`config.mk`:
```
export PLATFORM = sky130hd
export DESIGN_NAME = opnd_ea_gen
export DESIGN_NICKNAME = d
export VERILOG_FILES = /design/src/rtl/opnd_ea_pkg.sv /design/src/rtl/opnd_ea_decode.sv /design/src/rtl/opnd_ea_arith.sv /design/src/rtl/opnd_ea_wbreg.sv /design/src/rtl/opnd_ea_gen.sv
export SDC_FILE = /design/constraint.sdc
export NUM_CORES = 1
export LEC_CHECK = 0
export BUFFER_PORTS_ARGS = -buffer_cell sky130_fd_sc_hd__buf_4
export CAP_MARGIN = 10
export CELL_PAD_IN_SITES_DETAIL_PLACEMENT = 0
export CELL_PAD_IN_SITES_GLOBAL_PLACEMENT = 2
export CORE_MARGIN = 2
export CORE_UTILIZATION = 32
export CTS_BUF_LIST = sky130_fd_sc_hd__clkbuf_4
export DETAILED_ROUTE_END_ITERATION = 16
export PLACE_DENSITY_LB_ADDON = 0.1
export SLEW_MARGIN = 20
export SYNTH_ARGS = -nofsm -noshare
export SYNTH_HDL_FRONTEND = slang
export SYNTH_SLANG_ARGS = --single-unit
```
`constraint.sdc`:
```
create_clock -name clk -period 6.7 [get_ports clk]
set_input_delay 1.34 -clock clk [delete_from_list [all_inputs] [get_ports clk]]
set_output_delay 1.34 -clock clk [all_outputs]
set_load 0.01 [all_outputs]
```
`src/rtl/opnd_ea_pkg.sv`:
```
package opnd_ea_pkg;

    typedef enum logic [2:0] {
        AM_DIRECT  = 3'b000,
        AM_IND     = 3'b001,
        AM_POSTDEC = 3'b010,
        AM_POSTINC = 3'b011,
        AM_PREDEC  = 3'b100,
        AM_PREINC  = 3'b101,
        AM_SPECIAL = 3'b110,
        AM_OFFSET  = 3'b111
    } am_t;

    typedef enum logic [1:0] {
        SZ_BYTE = 2'd0,
        SZ_WORD = 2'd1,
        SZ_LONG = 2'd2
    } opsz_t;

    typedef struct packed {
        logic direct;   // register operand
        logic sr;       // status register operand
        logic offset;   // base plus offset register
        logic modify;   // pointer is updated
        logic pre;      // update before use
        logic down;     // decrement rather than increment
    } am_dec_t;

    function automatic opsz_t size_of(logic byte_sel, logic long_sel);
        if (long_sel)      return SZ_LONG;
        else if (byte_sel) return SZ_BYTE;
        else               return SZ_WORD;
    endfunction

    function automatic logic [2:0] step_of(opsz_t sz);
        case (sz)
            SZ_BYTE: return 3'd1;
            SZ_LONG: return 3'd4;
            default: return 3'd2;
        endcase
    endfunction

endpackage

```
`src/rtl/opnd_ea_decode.sv`:
```
module opnd_ea_decode
    import opnd_ea_pkg::*;
#(
    parameter bit HAS_SR_MODE = 1'b1
) (
    input  logic [2:0] i_mode,
    output am_dec_t    o_dec
);

    am_dec_t special_dec;

    generate
        if (HAS_SR_MODE) begin : g_sr
            always_comb begin
                special_dec        = '0;
                special_dec.sr     = 1'b1;
            end
        end else begin : g_alias
            always_comb begin
                special_dec        = '0;
                special_dec.offset = 1'b1;
            end
        end
    endgenerate

    always_comb begin
        o_dec = '0;
        case (i_mode)
            AM_DIRECT:  o_dec.direct = 1'b1;
            AM_IND:     o_dec        = '0;
            AM_POSTDEC: begin o_dec.modify = 1'b1; o_dec.down = 1'b1; end
            AM_POSTINC: o_dec.modify = 1'b1;
            AM_PREDEC:  begin o_dec.modify = 1'b1; o_dec.pre = 1'b1; o_dec.down = 1'b1; end
            AM_PREINC:  begin o_dec.modify = 1'b1; o_dec.pre = 1'b1; end
            AM_SPECIAL: o_dec        = special_dec;
            default:    o_dec.offset = 1'b1;
        endcase
    end

endmodule

```
`src/rtl/opnd_ea_arith.sv`:
```
module opnd_ea_arith
    import opnd_ea_pkg::*;
#(
    parameter int AW = 16
) (
    input  am_dec_t       i_dec,
    input  opsz_t         i_size,
    input  logic [AW-1:0] i_ptr,
    input  logic [AW-1:0] i_ofs,
    output logic [AW-1:0] o_ea,
    output logic [AW-1:0] o_next
);

    logic [AW-1:0] step;

    assign step   = AW'(step_of(i_size));
    assign o_next = i_dec.down ? (i_ptr - step) : (i_ptr + step);

    always_comb begin
        if (i_dec.direct || i_dec.sr) o_ea = '0;
        else if (i_dec.offset)        o_ea = i_ptr + i_ofs;
        else if (i_dec.pre)           o_ea = o_next;
        else                          o_ea = i_ptr;
    end

endmodule

```
`src/rtl/opnd_ea_wbreg.sv`:
```
module opnd_ea_wbreg #(
    parameter int AW = 16,
    parameter int RW = 4
) (
    input  logic          clk,
    input  logic          rst,
    input  logic          i_en,
    input  logic [RW-1:0] i_reg,
    input  logic [AW-1:0] i_val,
    output logic          o_en,
    output logic [RW-1:0] o_reg,
    output logic [AW-1:0] o_val
);

    always_ff @(posedge clk) begin
        if (rst) begin
            o_en  <= 1'b0;
            o_reg <= '0;
            o_val <= '0;
        end else begin
            o_en  <= i_en;
            o_reg <= i_en ? i_reg : '0;
            o_val <= i_en ? i_val : '0;
        end
    end

endmodule

```
`src/rtl/opnd_ea_gen.sv`:
```
module opnd_ea_gen
    import opnd_ea_pkg::*;
#(
    parameter int AW          = 16,
    parameter int REG_CNT     = 16,
    parameter bit HAS_SR_MODE = 1'b1,
    localparam int RW         = $clog2(REG_CNT)
) (
    input  logic          clk,
    input  logic          rst,
    input  logic [2:0]    i_mode,
    input  logic [RW-1:0] i_ptr_reg,
    input  logic [AW-1:0] i_ptr_val,
    input  logic [AW-1:0] i_ofs_val,
    input  logic          i_byte,
    input  logic          i_long,
    output logic [AW-1:0] o_ea,
    output logic          o_direct,
    output logic          o_sr_sel,
    output logic          o_wb_en,
    output logic [RW-1:0] o_wb_reg,
    output logic [AW-1:0] o_wb_val
);

    am_dec_t       dec;
    opsz_t         size;
    logic [AW-1:0] next_ptr;

    assign size = size_of(i_byte, i_long);

    opnd_ea_decode #(.HAS_SR_MODE(HAS_SR_MODE)) u_dec (
        .i_mode (i_mode),
        .o_dec  (dec)
    );

    opnd_ea_arith #(.AW(AW)) u_arith (
        .i_dec  (dec),
        .i_size (size),
        .i_ptr  (i_ptr_val),
        .i_ofs  (i_ofs_val),
        .o_ea   (o_ea),
        .o_next (next_ptr)
    );

    opnd_ea_wbreg #(.AW(AW), .RW(RW)) u_wb (
        .clk   (clk),
        .rst   (rst),
        .i_en  (dec.modify),
        .i_reg (i_ptr_reg),
        .i_val (next_ptr),
        .o_en  (o_wb_en),
        .o_reg (o_wb_reg),
        .o_val (o_wb_val)
    );

    assign o_direct = dec.direct | dec.sr;
    assign o_sr_sel = dec.sr;

endmodule

```
[Yosys cells after proc, flatten, opt, wreduce, memory -nomap -nowiden]
Cells that the tools add are included.
Word-level totals
  logic and storage cells: 35
  bits in registers: 21
Operators by class
  reduce and logical (&&, ||, !) cells: 8
  add/sub/neg operators: 3
  equal/unequal tests: 7
  muxes and demuxes: 12
  bitwise logic cells: 2
Operator list (count)
  16-bit two-way mux: 4
  16-bit adder: 1
  16-bit by 3-bit adder with 16-bit output: 1
  16-bit by 3-bit subtractor with 16-bit output: 1
  3-bit == test (second input constant): 3
  7-bit OR reduction: 1
  3-bit by 2-bit == test with 1-bit output (second input constant): 2
  1-bit two-way mux: 6
  3-bit one-hot mux with 2 select lines: 1
  2-bit OR reduction: 3
  4-bit OR reduction: 1
  3-bit by 1-bit == test with 1-bit output (second input constant): 1
  3-bit zero test: 1
  2-bit == test (second input constant): 1
  2-bit zero test: 1
  2-bit two-way mux: 1
  1-bit logical OR: 1
  1-bit NOT: 1
  1-bit bitwise OR: 1

[Longest topological paths before layout]
  depth after elaboration: 9
  depth in mapped cells: 13
  gate-level depth less buffers: 12

[Modules after synthesis]
A second synthesis with hierarchy kept.
Second synthesis, totals
  cell total of the unflattened synthesis: 344
  area, all modules: 2752.6 sq um
By module, submodules not included
  opnd_ea_arith: area an instance 2062.0 sq um, cells an instance 289, instances 1, sequential area each 0.0 sq um
  opnd_ea_wbreg: area an instance 634.4 sq um, cells an instance 46, instances 1, sequential area each 420.4 sq um
  opnd_ea_decode: area an instance 46.3 sq um, cells an instance 7, instances 1, sequential area each 0.0 sq um
  opnd_ea_gen: area an instance 10.0 sq um, cells an instance 2, instances 1, sequential area each 0.0 sq um

[Worst setup path before layout]
OpenSTA, ideal clock, no wires.
  path type: input to output
  from: input i_mode[2]
  to: output o_ea[13]
  buffers on the path: 1
  data arrival time: 3974 ps
  setup slack: 1386 ps
  required time: 5360 ps
  cell stages on the path: 13
  path through: clkbuf_1 > xnor2_1 > nor2_1 > a21oi_1 > inv_1 > ha_1 > nor2b_1 > o2111ai_1 > a21boi_2 > a311o_1 > a311oi_1 > a221oi_2 > a21oi_1
Between the ends
  cells in the longest elaborated chain, start to end: 7
  elaborated cells between the ends (all ways): 19
  those cells by class: eq/ne (6); mux (8); reduce/logical (5)
RTL lines
  from (decl): line opnd_ea_gen.sv:11  | input logic [2:0] i_mode,
  3-bit by 2-bit == test with 1-bit output / 3-bit == test (equally long branches): line opnd_ea_decode.sv:28  | case (i_mode)
  2-bit OR reduction (no source line)
  1-bit two-way mux: line opnd_ea_decode.sv:28
  16-bit two-way mux: line opnd_ea_arith.sv:17  | assign o_next = i_dec.down ? (i_ptr - step) : (i_ptr + step);
  16-bit two-way mux: line opnd_ea_arith.sv:22  | else if (i_dec.pre) o_ea = o_next;
  16-bit two-way mux: line opnd_ea_arith.sv:21  | else if (i_dec.offset) o_ea = i_ptr + i_ofs;
  16-bit two-way mux (*): line opnd_ea_arith.sv:20  | if (i_dec.direct || i_dec.sr) o_ea = '0;
  to (decl): line opnd_ea_gen.sv:17  | output logic [AW-1:0] o_ea,
Mark *: on every way between the ends. The rest lies on a longest branch, timed or not.

[Worst setup path in the final report]
Same ends and word-level chain as after synthesis.

==> impl_metrics.py <==
metrics = {
    "pwr": {
        "p_leak_nw": 1.51,
        "irDropWorstVdd_uv": 40.2,
        "pwr_density_cell_nw_per_um2": 157,
    },
    "setup_path": {
        "worstPathCellList": "buf_4, xnor2_1, nor2_1, a21oi_1, inv_1, ha_1, nor2b_1, o2111ai_1, a21boi_2, a311o_1, a31o_1, a221oi_2, a21oi_1, buf_4",
        "setup.worst_path.start": "i_mode[2]",
        "max_stage_delay_ns": 0.40,
        "cp.required_ns": 5.36,
        "arrival_ns": 4.27,
        "critPathBufInv": 3,
        "path_delay_family": "compound AO/OA/AOI/OAI gates",
        "path_max_fanout": 29,
        "endpoint_kind": "output port",
        "worst_path_max_delay_cell": "a311o_1",
        "cp-start-kind": "input port",
        "critPathKind": "input port to output port",
    },
    "status": {
        "status": "finished clean",
    },
    "global_routing": {
        "antenna_found_initial": 0,
        "grt_max_degree": 30,
        "overflow": 0,
        "track_usage": 0.183,
        "grt_pass1_wl_um": 12300,
        "grt_pass1_vias": 2469,
    },
    "placed_design": {
        "gp_congestion": 0.846,
        "port_buffers": 81,
        "place_hpwl_um": 6240,
    },
    "yosys": {
        "synth_edf_count": 0,
        "yosysTopAreaCell": "dfxtp_1",
        "syn_inst": 315,
        "avgSynthCellArea_um2": 7.90,
        "ys_seq_area_frac": 0.169,
        "yosys.area.top_type_share": 0.169,
        "synthArstFlopShare": 0,
        "ys_ff_latch": 21,
        "yosys_warnings": 0,
        "syn_nets": 393,
        "ys.flop_type": "dfxtp_1",
        "yosys-top-cells-area": "dfxtp_1 17%, ha_1 17%, xnor2_1 6.0%",
        "ys_types": 59,
        "syn-cell-area_um2": 2490,
    },
    "sta": {
        "setup_violations": 0,
        "fin_hold_ws_ns": 1.20,
        "slew_viol_final": 0,
        "slew_headroom": 0.492,
        "tns_ns": 0,
        "finalCritPeriodShare": 0.837,
        "achievable-frequency_mhz": 178,
        "worstMarginPinSlew_ns": 0.763,
        "layout_min_cycle_time_ns": 5.61,
        "rsz0062_at_grt": "no",
        "timing_hold_violations_final": 0,
    },
    "routing": {
        "vias_per_cell": 5.13,
        "dr.pass1.iters": 4,
        "drt-total-wl_um": 7810,
        "antenna_left": 0,
        "wl_per_cell_um": 15.9,
        "vias": 2514,
        "drc": 0,
        "drtIter0Drc": 98,
    },
    "final_layout": {
        "fillCellCount": 797,
        "area_delta_synth_final_pct": 29.1,
        "diodes": 0,
        "largest_reg_flops": 16,
        "nNetsFinal": 467,
        "post-route-util": 0.420,
        "layout-drive-gt1-share": 0.268,
    },
    "clocking": {
        "clk_path_buf_depth": 2,
        "htreeDepth": 1,
        "cts_made_buffers": 3,
        "clock-sinks": 21,
        "cts_hold_buf": 0,
        "cts_tree": "done",
        "path_clk_slew_ns": 0.16,
        "post_cts_buffers": 0,
        "root_buffer": "clkbuf_4",
        "cts_resized": 0,
    },
    "floorplanning": {
        "dieArea_um2": 8500,
        "initial_core_util": 0.326,
        "pin_count": 82,
        "coreArea_um2": 7650,
        "die_w_um": 92.2,
        "rows": 32,
        "die_y_um": 92.2,
    },
    "worst_hold_path": {
        "hold_start": "i_ptr_reg[1]",
        "hp-class": "input port to flop",
    },
    "run": {
        "maxCapViolations": 0,
    },
}
metrics by stage:
stage / total power [mW] / area, um^2 / instances / worst slack [ns]
after floorplan: 0.329 / 2490 / 315 / 1.39
after global placement: 0.436 / 3190 / 486 / 1.19
after detailed placement: 0.436 / 3190 / 486 / 1.09
after CTS: 0.510 / 3220 / 490 / 1.08
after global routing: 0.544 / 3220 / 490 / 0.748
final: 0.504 / 3220 / 490 / 1.09
area by class of cell:
class	instances	area, um^2	share of cell area
Clock buffer	3	22.5	0.00700
Clock inverter	1	5.00	0.00156
Inverter	8	30.0	0.00934
Multi-Input combinational cell	272	1990	0.618
Sequential cell	21	420	0.131
Tap cell	102	128	0.0397
Timing Repair Buffer	83	623	0.194
placed cells by master (no fill, tap or decap), types with 4 or more instances in the layout:
master	count
a211oi_1	4
a21o_1	7
a21oi_1	26
a22oi_1	4
and2_1	8
and3_1	4
buf_4	83
dfxtp_1	21
ha_1	33
inv_1	8
nand2_1	29
nand2b_1	5
nand3_1	4
nor2_1	33
nor2b_1	4
o21ai_0	14
o21ai_1	8
o22ai_1	6
xnor2_1	17
xor2_1	14
per-layer routing:
layer	GRT usage	part of all wire	vias up
met5	0	0	-
met4	0.0448	0.0097	0
met3	0.0197	0.062	4
met2	0.295	0.45	80
met1	0.259	0.48	1138
li1	-	-	1292
power breakdown:
part,switching [mW],internal (mW)
logic,0.158,0.135
registers,0.00322,0.136
clock network,0.0495,0.0224
cells by family after synthesis:
kind of cell               after synthesis  synth area share
AOI/OAI and AO/OA                      105             0.308
and+or+nand+nor                        101             0.199
adders and majority gates               35             0.182
xor gates and xnor gates                31             0.109
buffers and inverters                   22            0.0332
DFF                                     21             0.169
synthesized netlist by cell type (2+ instances only):
master     count
nor2b_1        4
nand2_1       29
xnor2_1       17
a211oi_1       4
a21oi_2        3
a21boi_0       3
nand2b_1       5
o2111ai_1      2
a311oi_1       2
nor3_1         2
nor2_1        33
and3_1         4
nand3_1        4
a22oi_1        4
o21ai_1        8
ha_1          33
dfxtp_1       21
clkbuf_1      13
xor2_1        14
o221a_2        2
or2_2          2
a21o_1         7
o22ai_1        6
o21bai_1       2
o31ai_2        2
inv_1          8
and2_1         8
o21ai_0       14
a21oi_1       26
and3b_1        2
o31ai_1        2
fa_1           2
worst paths after layout:
check	end	slack, ns	cells after the start
worst max-delay path	o_ea[13]	1.09	14
worst min-delay path	u_wb.o_reg[1]	1.20	2
Note: power is estimated with default switching activity, not from simulation.
